--- src/rtl/isr_pkg.sv ---
package isr_pkg;
  localparam int WORD_W = 64;
  localparam int BUS_ADDR_W = 32;
  localparam int DATA_W = 16;
  localparam logic [WORD_W-1:0] IND_FIELD_MASK = 64'h001F_FFFF_0000_0000;
  localparam logic [WORD_W-1:0] READ_FLAG = 64'h8000_0000_0000_0000;
  localparam int DONE_BIT = 31;
  localparam int ERR_HI = 30;
  localparam int ERR_LO = 28;

  typedef enum logic [1:0] {
    RES_OK = 2'd0, RES_BUSERR = 2'd1, RES_TIMEOUT = 2'd2, RES_XPORT = 2'd3
  } resCode_t;

  typedef enum logic [1:0] {
    ST_IDLE, ST_WRITE, ST_POLL, ST_GAP
  } seqState_t;

  typedef struct packed {
    logic captureAddr;
    logic clearData;
    logic loadData;
  } dpCtrl_t;
endpackage

--- src/rtl/isr_datapath.sv ---
module isr_datapath
  import isr_pkg::*;
(
  input  logic                  clk,
  input  logic                  rstN,
  input  dpCtrl_t               ctrl,
  input  logic [WORD_W-1:0]     transAddr,
  input  logic [WORD_W-1:0]     busRdata,
  output logic [BUS_ADDR_W-1:0] busAddr,
  output logic [WORD_W-1:0]     busWdata,
  output logic                  stDone,
  output logic                  stErr,
  output logic [DATA_W-1:0]     rdData
);
  logic [WORD_W-1:0] addrQ;
  logic [DATA_W-1:0] dataQ;

  always_ff @(posedge clk or negedge rstN) begin
    if (!rstN) begin
      addrQ <= '0;
      dataQ <= '0;
    end else begin
      if (ctrl.captureAddr) addrQ <= transAddr;
      if (ctrl.clearData) dataQ <= '0;
      else if (ctrl.loadData) dataQ <= busRdata[DATA_W-1:0];
    end
  end

  always_comb begin
    busAddr  = {1'b0, addrQ[BUS_ADDR_W-2:0]};
    busWdata = (addrQ & IND_FIELD_MASK) | READ_FLAG;
    stDone   = busRdata[DONE_BIT];
    stErr    = |busRdata[ERR_HI:ERR_LO];
    rdData   = dataQ;
  end
endmodule

--- src/rtl/isr_ctrl.sv ---
module isr_ctrl
  import isr_pkg::*;
#(
  parameter int POLL_GAP_CYCLES = 2000,
  parameter int WAIT_STEPS = 10
) (
  input  logic       clk,
  input  logic       rstN,
  input  logic       start,
  input  logic       busAck,
  input  logic       busErr,
  input  logic       stDone,
  input  logic       stErr,
  output dpCtrl_t    ctrl,
  output logic       busReq,
  output logic       busWrite,
  output logic       busy,
  output logic       done,
  output logic [1:0] result
);
  localparam int MAX_POLLS = WAIT_STEPS + 1;
  localparam int POLL_W = $clog2(MAX_POLLS + 1);
  localparam int GAP_W = $clog2(POLL_GAP_CYCLES + 1);
  localparam logic [POLL_W-1:0] POLL_LAST = POLL_W'(MAX_POLLS - 1);
  localparam logic [GAP_W-1:0] GAP_LAST = GAP_W'(POLL_GAP_CYCLES - 1);

  seqState_t state;
  logic [POLL_W-1:0] pollCnt;
  logic [GAP_W-1:0] gapCnt;
  logic goodRead;

  always_comb begin
    busReq   = (state == ST_WRITE) || (state == ST_POLL);
    busWrite = (state == ST_WRITE);
    busy     = (state != ST_IDLE);
    goodRead = (state == ST_POLL) && busAck && !busErr && !stErr && stDone;
    ctrl.captureAddr = (state == ST_IDLE) && start;
    ctrl.clearData   = (state == ST_IDLE) && start;
    ctrl.loadData    = goodRead;
  end

  always_ff @(posedge clk or negedge rstN) begin
    if (!rstN) begin
      state   <= ST_IDLE;
      pollCnt <= '0;
      gapCnt  <= '0;
      done    <= 1'b0;
      result  <= RES_OK;
    end else begin
      done <= 1'b0;
      case (state)
        ST_IDLE: if (start) state <= ST_WRITE;
        ST_WRITE: begin
          if (busErr) begin
            state <= ST_IDLE; done <= 1'b1; result <= RES_XPORT;
          end else if (busAck) begin
            state <= ST_POLL; pollCnt <= '0;
          end
        end
        ST_POLL: begin
          if (busErr) begin
            state <= ST_IDLE; done <= 1'b1; result <= RES_XPORT;
          end else if (busAck) begin
            if (stErr) begin
              state <= ST_IDLE; done <= 1'b1; result <= RES_BUSERR;
            end else if (stDone) begin
              state <= ST_IDLE; done <= 1'b1; result <= RES_OK;
            end else if (pollCnt == POLL_LAST) begin
              state <= ST_IDLE; done <= 1'b1; result <= RES_TIMEOUT;
            end else begin
              state   <= ST_GAP;
              gapCnt  <= '0;
              pollCnt <= pollCnt + 1'b1;
            end
          end
        end
        ST_GAP: begin
          if (gapCnt == GAP_LAST) state <= ST_POLL;
          else gapCnt <= gapCnt + 1'b1;
        end
        default: state <= ST_IDLE;
      endcase
    end
  end
endmodule

--- src/rtl/indirect_read_seq.sv ---
module indirect_read_seq
  import isr_pkg::*;
#(
  parameter int POLL_GAP_CYCLES = 2000,
  parameter int WAIT_STEPS = 10
) (
  input  logic        clk,
  input  logic        rstN,
  input  logic        start,
  input  logic [63:0] transAddr,
  output logic        busy,
  output logic        done,
  output logic [1:0]  result,
  output logic [15:0] rdData,
  output logic        busReq,
  output logic        busWrite,
  output logic [31:0] busAddr,
  output logic [63:0] busWdata,
  input  logic        busAck,
  input  logic        busErr,
  input  logic [63:0] busRdata
);
  dpCtrl_t ctrl;
  logic stDone;
  logic stErr;

  isr_ctrl #(.POLL_GAP_CYCLES(POLL_GAP_CYCLES), .WAIT_STEPS(WAIT_STEPS)) uCtrl (
    .clk(clk), .rstN(rstN), .start(start), .busAck(busAck), .busErr(busErr),
    .stDone(stDone), .stErr(stErr), .ctrl(ctrl), .busReq(busReq),
    .busWrite(busWrite), .busy(busy), .done(done), .result(result)
  );

  isr_datapath uDp (
    .clk(clk), .rstN(rstN), .ctrl(ctrl), .transAddr(transAddr),
    .busRdata(busRdata), .busAddr(busAddr), .busWdata(busWdata),
    .stDone(stDone), .stErr(stErr), .rdData(rdData)
  );
endmodule

--- config.mk ---
export PLATFORM = sky130hd
export DESIGN_NAME = indirect_read_seq
export DESIGN_NICKNAME = d
export VERILOG_FILES = /design/src/rtl/isr_pkg.sv /design/src/rtl/isr_datapath.sv /design/src/rtl/isr_ctrl.sv /design/src/rtl/indirect_read_seq.sv
export SDC_FILE = /design/constraint.sdc
export NUM_CORES = 1
export LEC_CHECK = 0
export BUFFER_PORTS_ARGS = -buffer_cell sky130_fd_sc_hd__buf_4
export CORE_ASPECT_RATIO = 1.4
export CORE_MARGIN = 10
export CORE_UTILIZATION = 40
export CTS_CLUSTER_SIZE = 24
export DETAILED_ROUTE_END_ITERATION = 6
export HOLD_SLACK_MARGIN = 0.12
export PLACE_DENSITY = 0.78
export SYNTH_ARGS = -nofsm -noshare
export SYNTH_HDL_FRONTEND = slang
export SYNTH_SLANG_ARGS = --single-unit
--- constraint.sdc ---
create_clock -name clk -period 2.1 [get_ports clk]
set_clock_uncertainty 0.05 [all_clocks]
set_input_delay 0.315 -clock clk [delete_from_list [all_inputs] [get_ports clk]]
set_output_delay 0.315 -clock clk [all_outputs]
set_load 0.05 [all_outputs]
==> results of run 1 <==
-- Yosys cell counts (6+ instances only) --
| cell | n |
|---|---|
| dfrtp_1 | 88 |
| nand2_1 | 46 |
| o21ai_0 | 9 |
| mux2_2 | 53 |
| nor2_1 | 10 |
| a22o_1 | 6 |
| nand3_1 | 6 |
| clkbuf_1 | 8 |
| ha_1 | 8 |
| inv_1 | 9 |
| buf_4 | 44 |
| a21oi_1 | 21 |
-- state kept, by name, summed over array words and instances (netlist names) --
name           cells
uDp.rdData        16
uCtrl.state        2
uCtrl.pollCnt      4
uCtrl.result       2
uDp.addrQ         52
uCtrl.gapCnt      11
uCtrl.done         1
-- worst reg2reg max path, stage by stage, from the launching register on --
cell and delay (ps):
dfrtp_1 370, ha_2 210, nand3_2 100, or4_4 580, nand2_2 130, nor2_1 90, a221o_2 360
-- metrics by stage --
stage / utilization (%) / hold slack [ps] / power, mW
final: 56.1 / 156 / 9.02
after global routing: 56.1 / 146 / 9.45
after CTS: 55.8 / 149 / 9.09
after detailed placement: 52.8 / 243 / 7.51
after global placement: 52.8 / 235 / 7.40
after floorplan: - / -30.6 / 6.03
-- logic make-up after synthesis --
| kind of cell | synth area share (%) |
|---|---|
| DFF | 52.1 |
| AOI/OAI and AO/OA | 8.98 |
| adders and majority gates | 2.37 |
| and+or+nand+nor | 11.0 |
| other | 0.178 |
| muxes | 15.3 |
| buffers and inverters | 10.1 |
-- layout make-up --
type | count | share of cell area, %
sequential | 88 | 37.9
multi-input combinational | 259 | 30.8
timing repair buffer | 171 | 22.6
clock buffer | 10 | 3.94
tap | 138 | 2.97
clock inverter | 6 | 1.18
inverter | 9 | 0.582
-- power breakdown --
part | switching, mW | internal, mW | leakage [nW]
logic | 3.17 | 1.62 | 1.53
registers | 0.339 | 2.32 | 1.10
clock network | 0.649 | 0.928 | 0.143
total | 4.16 | 4.86 | 2.76
-- worst min path at each step --
stage	slack, ps	end
2_1_floorplan	-30	uCtrl.done
3_3_place_gp	240	uDp.addrQ[11]
3_5_place_dp	240	uDp.addrQ[9]
4_1_cts	150	uDp.addrQ[52]
5_1_grt	150	uDp.addrQ[12]
6_report	160	uDp.addrQ[26]
-- timing repair --
action,in CTS,in global routing
hold endpoints to repair,32,0
hold buffers,1,0
resized for setup,0,8
endpoints found under the setup margin,0,3
-- layer usage --
layer | GRT usage [%] | part of all wire (%) | vias to the layer above
met2 | 26.1 | 56 | 127
met5 | 0 | 0 | -
met1 | 13.5 | 34 | 1577
met4 | 5.65 | 2.0 | 0
met3 | 4.85 | 8.2 | 15
li1 | - | - | 1545
==> run summary, run 1 <==
Critical Path End Type -> flop
max-cap viol count -> 0
standard-cell rows -> 44
#FFs+latches synth -> 88
Num CTS Buffers -> 9
final RePlAce weighted congestion -> 0.791
post-detailed-route DRC marker count -> 0
drt pass-1 iters -> 4
HP Start -> transAddr[26]
Setup TNS -> 0 ps
Fill cells -> 879
first-pass GRT wire length -> 17200 µm
mapped cell area -> 4220 µm²
# placed instances -> 664
TritonCTS Sinks -> 88
vias in the first global route -> 3439
gr usage total -> 14.0%
cell count after synthesis -> 372
Crit path depth -> 6
most frequent cells in the layout -> buf_4 (167), dfrtp_1 (88), mux2_2 (53)
RSZ-0062 raised after global routing -> false
critical path class -> flop to flop
EDFF count, synth -> 0
Hold WC Path Type -> input port to flop
IO Port Bufs -> 150
Crit. Startpoint -> uCtrl.gapCnt[0]
setup repair bufs after CTS -> 0
Worst path slowest cell -> or4_4
leakage power -> 2.76 nW
Detail Placement HPWL -> 8770 µm
part of the cycle the worst path needs -> 95.4%
worst path arrival time -> 2170 ps
Synth Flop Type -> dfrtp_1
vias per inst -> 4.79
R2R Setup Slk -> 100 ps
Ant. Diodes -> 0
Critical Path, Cell by Cell -> ha_2 > nand3_2 > or4_4 > nand2_2 > nor2_1 > a221o_2
power per cell area -> 1550 nW/µm²
CP max FO -> 4
Fmax -> 0.499 GHz
final std cells w/o fill -> 681
Crit path max-delay family -> simple AND/OR/NAND/NOR gates
Core Area -> 10300 µm²
CTS tree -> done
final hold violations -> 0
Slew Viols, Final -> 0
VDD IR max -> 0.000899 V
slowest stage delay, CP -> 580 ps
worst endpoint required time -> 2260 ps
clk slew on worst S/H paths -> 70 ps
Placement Setup Slack -> 34.3 ps
vias -> 3264
DRT iter0 DRCs -> 175
total wire length -> 11000 µm
post-route cell area -> 5810 µm²
Finish-stage setup viols -> 0
footprint of the multi-input gates -> 1790 µm²
cell count of the worst reg-to-reg path -> 6
wire length per cell -> 16.1 µm
Die Width -> 107 µm
reg2reg start -> uCtrl.gapCnt[0]
commonest non-fill, non-tap cell in the layout -> buf_4
register area share after synthesis -> 52.1%
cell taking the most area after synthesis -> dfrtp_1
number of distinct library cells after synthesis -> 46
Synth async-reset ratio -> 100%
Routed Antenna Nets -> 0
Hold Path Cell Cnt -> 2
Die Span Y -> 142 µm
Area Growth Syn to Fin -> 37.6%
IO Count -> 251
largest net degree at the start of global routing -> 69
share of post-route cells with drive strength above 1 -> 46.8%
CP bufs+invs -> 0
Synth top area share -> 52.1%
worst skew pair latency -> 330 ps
setup ws final -> 96.4 ps
status -> finished clean
register area -> 2200 µm²
GRT overflow -> 0
root buffer cell -> clkbuf_16
RR Endpoint -> uCtrl.gapCnt[7]
initial antenna violation count -> 0
clock tree buffer depth -> 2
DP Area -> 5470 µm²
fin crit period -> 2000 ps
Starting Density -> 40.8%
number of synthesis warnings -> 0
dominant cells by area after synthesis -> dfrtp_1 (52%), mux2_2 (14%), buf_4 (7.8%)
Worst setup endpoint -> uCtrl.gapCnt[7]
Die Area -> 15100 µm²
Worst Setup Start Kind -> flop
H-tree depth -> 3
Post-layout nets -> 679
Avg Cell Area, Syn -> 11.4 µm²
(Power assumes the default switching activity.)
==> run 2, diff against run 1 <==
--- a/config.mk
+++ b/config.mk
@@ -6,9 +6,11 @@
 export NUM_CORES = 1
 export LEC_CHECK = 0
 export BUFFER_PORTS_ARGS = -buffer_cell sky130_fd_sc_hd__buf_4
+export CELL_PAD_IN_SITES_DETAIL_PLACEMENT = 1
+export CELL_PAD_IN_SITES_GLOBAL_PLACEMENT = 2
 export CORE_ASPECT_RATIO = 1.4
 export CORE_MARGIN = 10
-export CORE_UTILIZATION = 40
+export CORE_UTILIZATION = 23
 export CTS_CLUSTER_SIZE = 24
 export DETAILED_ROUTE_END_ITERATION = 6
 export HOLD_SLACK_MARGIN = 0.12
==> run 2 against run 1 <==
  * Non-clock buffer count is 10 higher
  * Hold slack worse by 6.6 ps
  * Global-route usage is 3.4 points lower
  * Largest cell class unchanged
==> run summary, run 2 (synthesized netlist as in run 1, its figures left out) <==
final hold violations -> 0 (unchanged)
first-pass GRT wire length -> 20800 µm (was 17200 µm)
drt pass-1 iters -> 4 (unchanged)
vias -> 3358 (was 3264)
RR Endpoint -> uCtrl.gapCnt[7] (unchanged)
final std cells w/o fill -> 793 (was 681)
leakage power -> 2.82 nW (was 2.76 nW)
CTS tree -> done (unchanged)
IO Count -> 251 (unchanged)
max-cap viol count -> 0 (unchanged)
status -> finished clean (unchanged)
Routed Antenna Nets -> 0 (unchanged)
initial antenna violation count -> 0 (unchanged)
Post-layout nets -> 689 (was 679)
DP Area -> 5660 µm² (was 5470 µm²)
Core Area -> 18000 µm² (was 10300 µm²)
total wire length -> 13000 µm (was 11000 µm)
largest net degree at the start of global routing -> 54 (was 69)
Die Span Y -> 180 µm (was 142 µm)
Crit path depth -> 6 (unchanged)
RSZ-0062 raised after global routing -> true (was false)
wire length per cell -> 16.4 µm (was 16.1 µm)
root buffer cell -> clkbuf_16 (unchanged)
clk slew on worst S/H paths -> 70 ps (about the same)
Die Width -> 135 µm (was 107 µm)
cell count of the worst reg-to-reg path -> 6 (unchanged)
part of the cycle the worst path needs -> 96.4% (was 95.4%)
Hold Path End -> uDp.addrQ[0] (was uDp.addrQ[26])
worst path arrival time -> 2200 ps (was 2170 ps)
Slew headroom -> 66.7%
TritonCTS Sinks -> 88 (unchanged)
Die Area -> 24300 µm² (was 15100 µm²)
register area -> 2200 µm² (unchanged)
DRT iter0 DRCs -> 101 (was 175)
Fill cells -> 2105 (was 879)
Starting Density -> 23.5% (was 40.8%)
fin util -> 33.5% (was 56.1%)
# placed instances -> 773 (was 664)
worst hold slack -> 149 ps (was 156 ps)
Fmax -> 0.494 GHz (was 0.499 GHz)
clock tree buffer depth -> 2 (unchanged)
Slew Viols, Final -> 0 (unchanged)
commonest non-fill, non-tap cell in the layout -> buf_4 (unchanged)
R2R Setup Slk -> 80 ps (was 100 ps)
Placement Setup Slack -> -65.3 ps (was 34.3 ps)
IO Port Bufs -> 150 (unchanged)
HP Start -> transAddr[0] (was transAddr[26])
Worst Setup Start Kind -> flop (unchanged)
slowest stage delay, CP -> 420 ps (was 580 ps)
vias per inst -> 4.23 (was 4.79)
worst endpoint required time -> 2270 ps (was 2260 ps)
Hold WC Path Type -> input port to flop (unchanged)
fin crit period -> 2020 ps (was 2000 ps)
Num CTS Buffers -> 9 (unchanged)
VDD IR max -> 0.000410 V (was 0.000899 V)
reg2reg start -> uCtrl.state[1] (was uCtrl.gapCnt[0])
Finish-stage setup viols -> 0 (unchanged)
post-detailed-route DRC marker count -> 0 (unchanged)
H-tree depth -> 3 (unchanged)
max FFs per register -> 52 (unchanged)
most frequent cells in the layout -> buf_4 (176), dfrtp_1 (88), mux2_2 (53) (was buf_4 (167), dfrtp_1 (88), mux2_2 (53))
CP max FO -> 5 (was 4)
standard-cell rows -> 58 (was 44)
Top reg by flops -> uDp.addrQ (unchanged)
power per cell area -> 1540 nW/µm² (was 1550 nW/µm²)
gr usage total -> 10.6% (was 14.0%)
CP bufs+invs -> 1 (was 0)
Critical Path, Cell by Cell -> ha_2 > a211o_1 > o21a_1 > or2_4 > buf_12 > a221o_2 (was ha_2 > nand3_2 > or4_4 > nand2_2 > nor2_1 > a221o_2)
Hold Path Cell Cnt -> 2 (unchanged)
GRT overflow -> 0 (unchanged)
final RePlAce weighted congestion -> 0.761 (was 0.791)
critical path class -> flop to flop (unchanged)
Detail Placement HPWL -> 10300 µm (was 8770 µm)
Least-Margin Pin Slew -> 495 ps
footprint of the multi-input gates -> 1780 µm² (was 1790 µm²)
Worst path slowest cell -> dfrtp_1 (was or4_4)
Critical Path End Type -> flop (unchanged)
Ant. Diodes -> 0 (unchanged)
share of post-route cells with drive strength above 1 -> 47.7% (was 46.8%)
post-route cell area -> 6030 µm² (was 5810 µm²)
setup ws final -> 76.4 ps (was 96.4 ps)
Crit path max-delay family -> compound AO/OA/AOI/OAI gates (was simple AND/OR/NAND/NOR gates)
Area Growth Syn to Fin -> 42.9% (was 37.6%)
vias in the first global route -> 3766 (was 3439)
worst skew pair latency -> 340 ps (was 330 ps)
run 2: timing repair:
| action | CTS | global route |
|---|---|---|
| hold endpoints to repair | 35 | 0 |
| endpoints found under the setup margin | 4 | 8 |
| pin swaps | 0 | 2 |
| hold buffers | 1 | 0 |
| gates cloned | 0 | 0 |
| resized for setup | 2 | 4 |
| setup buffers | 0 | 3 |
run 2: cell type report:
type	count	share of cell area (%)
tap	240	4.98
timing repair buffer	181	23.4
clock inverter	7	1.41
clock buffer	9	3.73
multi-input combinational	259	29.4
sequential	88	36.5
inverter	9	0.560
run 2: routing by layer:
layer	track usage [%]	wire length [µm]	part of all wire (%)	vias to the layer above
met3	2.90	633	4.9	4
li1	-	-	-	1562
met1	11.1	5120	39	1670
met5	0	0	0	-
met4	2.88	69	0.53	0
met2	20.0	7180	55	122
run 2: worst reg2reg max path: cells and delay by family (launching register included):
kind | cells | cell delay [ps]
buffers and inverters | 1 | 140
and+or+nand+nor | 1 | 270
AOI/OAI and AO/OA | 3 | 830
DFF | 1 | 420
adders and majority gates | 1 | 200
run 2: stage by stage:
| stage | TNS (ps) | power, mW |
|---|---|---|
| floorplan | 0 | 6.03 |
| global placement | 0 | 7.55 |
| detailed placement | -140 | 7.69 |
| CTS | 0 | 9.43 |
| global route | -6.08 | 9.81 |
| finish | 0 | 9.32 |
run 2: how the worst max path moves through the flow:
stage	startpoint	to	slack (ps)
6_report	uCtrl.state[1]	uCtrl.gapCnt[7]	80
3_3_place_gp	uCtrl.gapCnt[1]	uCtrl.gapCnt[7]	20
3_5_place_dp	uCtrl.gapCnt[1]	uCtrl.gapCnt[7]	-70
5_1_grt	uCtrl.state[1]	uCtrl.gapCnt[7]	-6
4_1_cts	uCtrl.gapCnt[1]	uCtrl.gapCnt[7]	6
2_1_floorplan	uCtrl.state[0]	uCtrl.gapCnt[7]	20
run 2: power by group:
part	total (mW)	leakage (nW)	internal, mW	switching [mW]
sequential	2.66	1.10	2.31	0.345
combinational	4.97	1.58	1.72	3.25
clock	1.69	0.146	0.948	0.739
==> run 3, diff against run 2 <==
--- a/config.mk
+++ b/config.mk
@@ -5,7 +5,7 @@
 export SDC_FILE = /design/constraint.sdc
 export NUM_CORES = 1
 export LEC_CHECK = 0
-export BUFFER_PORTS_ARGS = -buffer_cell sky130_fd_sc_hd__buf_4
+export BUFFER_PORTS_ARGS = -buffer_cell sky130_fd_sc_hd__buf_2
 export CELL_PAD_IN_SITES_DETAIL_PLACEMENT = 1
 export CELL_PAD_IN_SITES_GLOBAL_PLACEMENT = 2
 export CORE_ASPECT_RATIO = 1.4
==> run 3 against run 2 <==
  * First-iteration DRC count increased by 77%
  * Sequential power hardly changed
  * Count of clock-buffer cells in the layout is the same
  * Via count hardly changed
  * Largest cell class unchanged
  * Largest power group unchanged
==> run summary, run 3 (synthesized netlist as in run 1, its figures left out) <==
gr usage total -> 10.5% (was 10.6%)
Area Growth Syn to Fin -> 32.6% (was 42.9%)
Worst Setup Start Kind -> flop (unchanged)
vias -> 3360 (was 3358)
post-detailed-route DRC marker count -> 0 (unchanged)
total wire length -> 12900 µm (was 13000 µm)
cell count of the worst reg-to-reg path -> 6 (unchanged)
largest net degree at the start of global routing -> 57 (was 54)
GRT overflow -> 0 (unchanged)
IO Port Bufs -> 150 (unchanged)
drt pass-1 iters -> 4 (unchanged)
Hold Path Cell Cnt -> 2 (unchanged)
final hold violations -> 0 (unchanged)
Starting Density -> 23.5% (unchanged)
initial antenna violation count -> 0 (unchanged)
RSZ-0062 raised after global routing -> false (was true)
CP max FO -> 4 (was 5)
Top reg by flops -> uDp.addrQ (unchanged)
Ant. Diodes -> 0 (unchanged)
Fmax -> 0.497 GHz (was 0.494 GHz)
vias per inst -> 4.26 (was 4.23)
max-cap viol count -> 0 (unchanged)
Slew Viols, Final -> 0 (unchanged)
setup repair bufs after CTS -> 0 (unchanged)
Critical Path End Type -> flop (unchanged)
worst hold slack -> 142 ps (was 149 ps)
DRT iter0 DRCs -> 179 (was 101)
Hold WC Path Type -> input port to flop (unchanged)
root buffer cell -> clkbuf_16 (unchanged)
clock tree buffer depth -> 2 (unchanged)
part of the cycle the worst path needs -> 95.8% (was 96.4%)
fin crit period -> 2010 ps (was 2020 ps)
worst path arrival time -> 2190 ps (was 2200 ps)
Setup TNS -> 0 ps (unchanged)
vias in the first global route -> 3880 (was 3766)
Fill cells -> 2104 (was 2105)
worst endpoint required time -> 2280 ps (was 2270 ps)
TritonCTS Sinks -> 88 (unchanged)
Slew headroom -> 65.4% (was 66.7%)
Routed Antenna Nets -> 0 (unchanged)
Placement Setup Slack -> -31.6 ps (was -65.3 ps)
register area -> 2200 µm² (unchanged)
Die Width -> 135 µm (unchanged)
VDD IR max -> 0.000450 V (was 0.000410 V)
status -> finished clean (unchanged)
CTS tree -> done (unchanged)
max FFs per register -> 52 (unchanged)
worst skew pair latency -> 350 ps (was 340 ps)
first-pass GRT wire length -> 20500 µm (was 20800 µm)
critical path class -> flop to flop (unchanged)
R2R Setup Slk -> 90 ps (was 80 ps)
power per cell area -> 1570 nW/µm² (was 1540 nW/µm²)
share of post-route cells with drive strength above 1 -> 47.5% (was 47.7%)
setup ws final -> 87.6 ps (was 76.4 ps)
Detail Placement HPWL -> 10200 µm (was 10300 µm)
clk slew on worst S/H paths -> 80 ps (was 70 ps)
commonest non-fill, non-tap cell in the layout -> buf_2 (was buf_4)
most frequent cells in the layout -> buf_2 (149), dfrtp_1 (88), mux2_2 (53) (was buf_4 (176), dfrtp_1 (88), mux2_2 (53))
Die Area -> 24300 µm² (unchanged)
IO Count -> 251 (unchanged)
H-tree depth -> 3 (unchanged)
wire length per cell -> 16.4 µm (about the same)
leakage power -> 2.68 nW (was 2.82 nW)
Finish-stage setup viols -> 0 (unchanged)
standard-cell rows -> 58 (unchanged)
final RePlAce weighted congestion -> 0.777 (was 0.761)
Post-layout nets -> 685 (was 689)
Least-Margin Pin Slew -> 513 ps (was 495 ps)
Core Area -> 18000 µm² (unchanged)
Die Span Y -> 180 µm (unchanged)
Num CTS Buffers -> 9 (unchanged)
footprint of the multi-input gates -> 1780 µm² (about the same)
[run 3: cell types whose count changed in the layout (fill, tap and decap cells not counted), sizes merged]
cell and delta:
inv +1, bufinv -1, clkinv +2, clkinvlp -2, buf -4
[run 3: cell type report]
cell class,instances,share of cell area (%)
Inverter,9,0.603
Sequential cell,88,39.3
Tap cell,240,5.36
Multi-Input combinational cell,259,31.9
Clock buffer,9,4.02
Timing Repair Buffer,177,17.6
Clock inverter,7,1.27
[run 3: layer usage]
metal | track usage (%) | vias to the layer above | part of all wire (%)
li1 | - | 1558 | -
met1 | 10.2 | 1679 | 37
met2 | 19.9 | 111 | 55
met3 | 3.43 | 12 | 6.8
met4 | 3.54 | 0 | 1.5
met5 | 0 | - | 0
[run 3: worst paths after layout]
check,from,endpoint
hold / removal,transAddr[22],uDp.addrQ[22]
setup / recovery,uCtrl.gapCnt[1],uCtrl.gapCnt[7]
setup reg to reg,uCtrl.gapCnt[1],uCtrl.gapCnt[7]
hold reg to reg,uDp.addrQ[18],uDp.addrQ[18]
max in group asynchronous,rstN,uCtrl.gapCnt[2]
min in group asynchronous,rstN,uDp.addrQ[27]
[run 3: report_power, final]
group	switching, mW	leakage, nW	internal, mW
Clock	0.771	0.146	0.841
Sequential	0.320	1.10	2.31
Combinational	3.24	1.44	1.28
[run 3: critical path: stages (launching register included)]
cell	delay (ps)
dfrtp_1	380
ha_2	200
nand3_1	110
or4_4	590
nand2_4	120
nor2_1	90
a221o_2	360
[run 3: repair_timing]
| action | 4_1_cts | 5_1_grt |
|---|---|---|
| endpoints found under the setup margin | 2 | 4 |
| gates cloned | 0 | 0 |
| resized for setup | 1 | 6 |
| hold buffers | 1 | 0 |
| hold endpoints to repair | 32 | 0 |
[run 3: metrics by stage]
stage	power, mW	utilization (%)	std cells	instance area (µm²)
floorplan	6.03	-	414	4380
global placement	7.10	29.3	772	5270
detailed placement	7.25	29.3	772	5270
CTS	8.91	31.0	789	5580
global route	9.25	31.1	789	5600
finish	8.76	31.1	789	5600
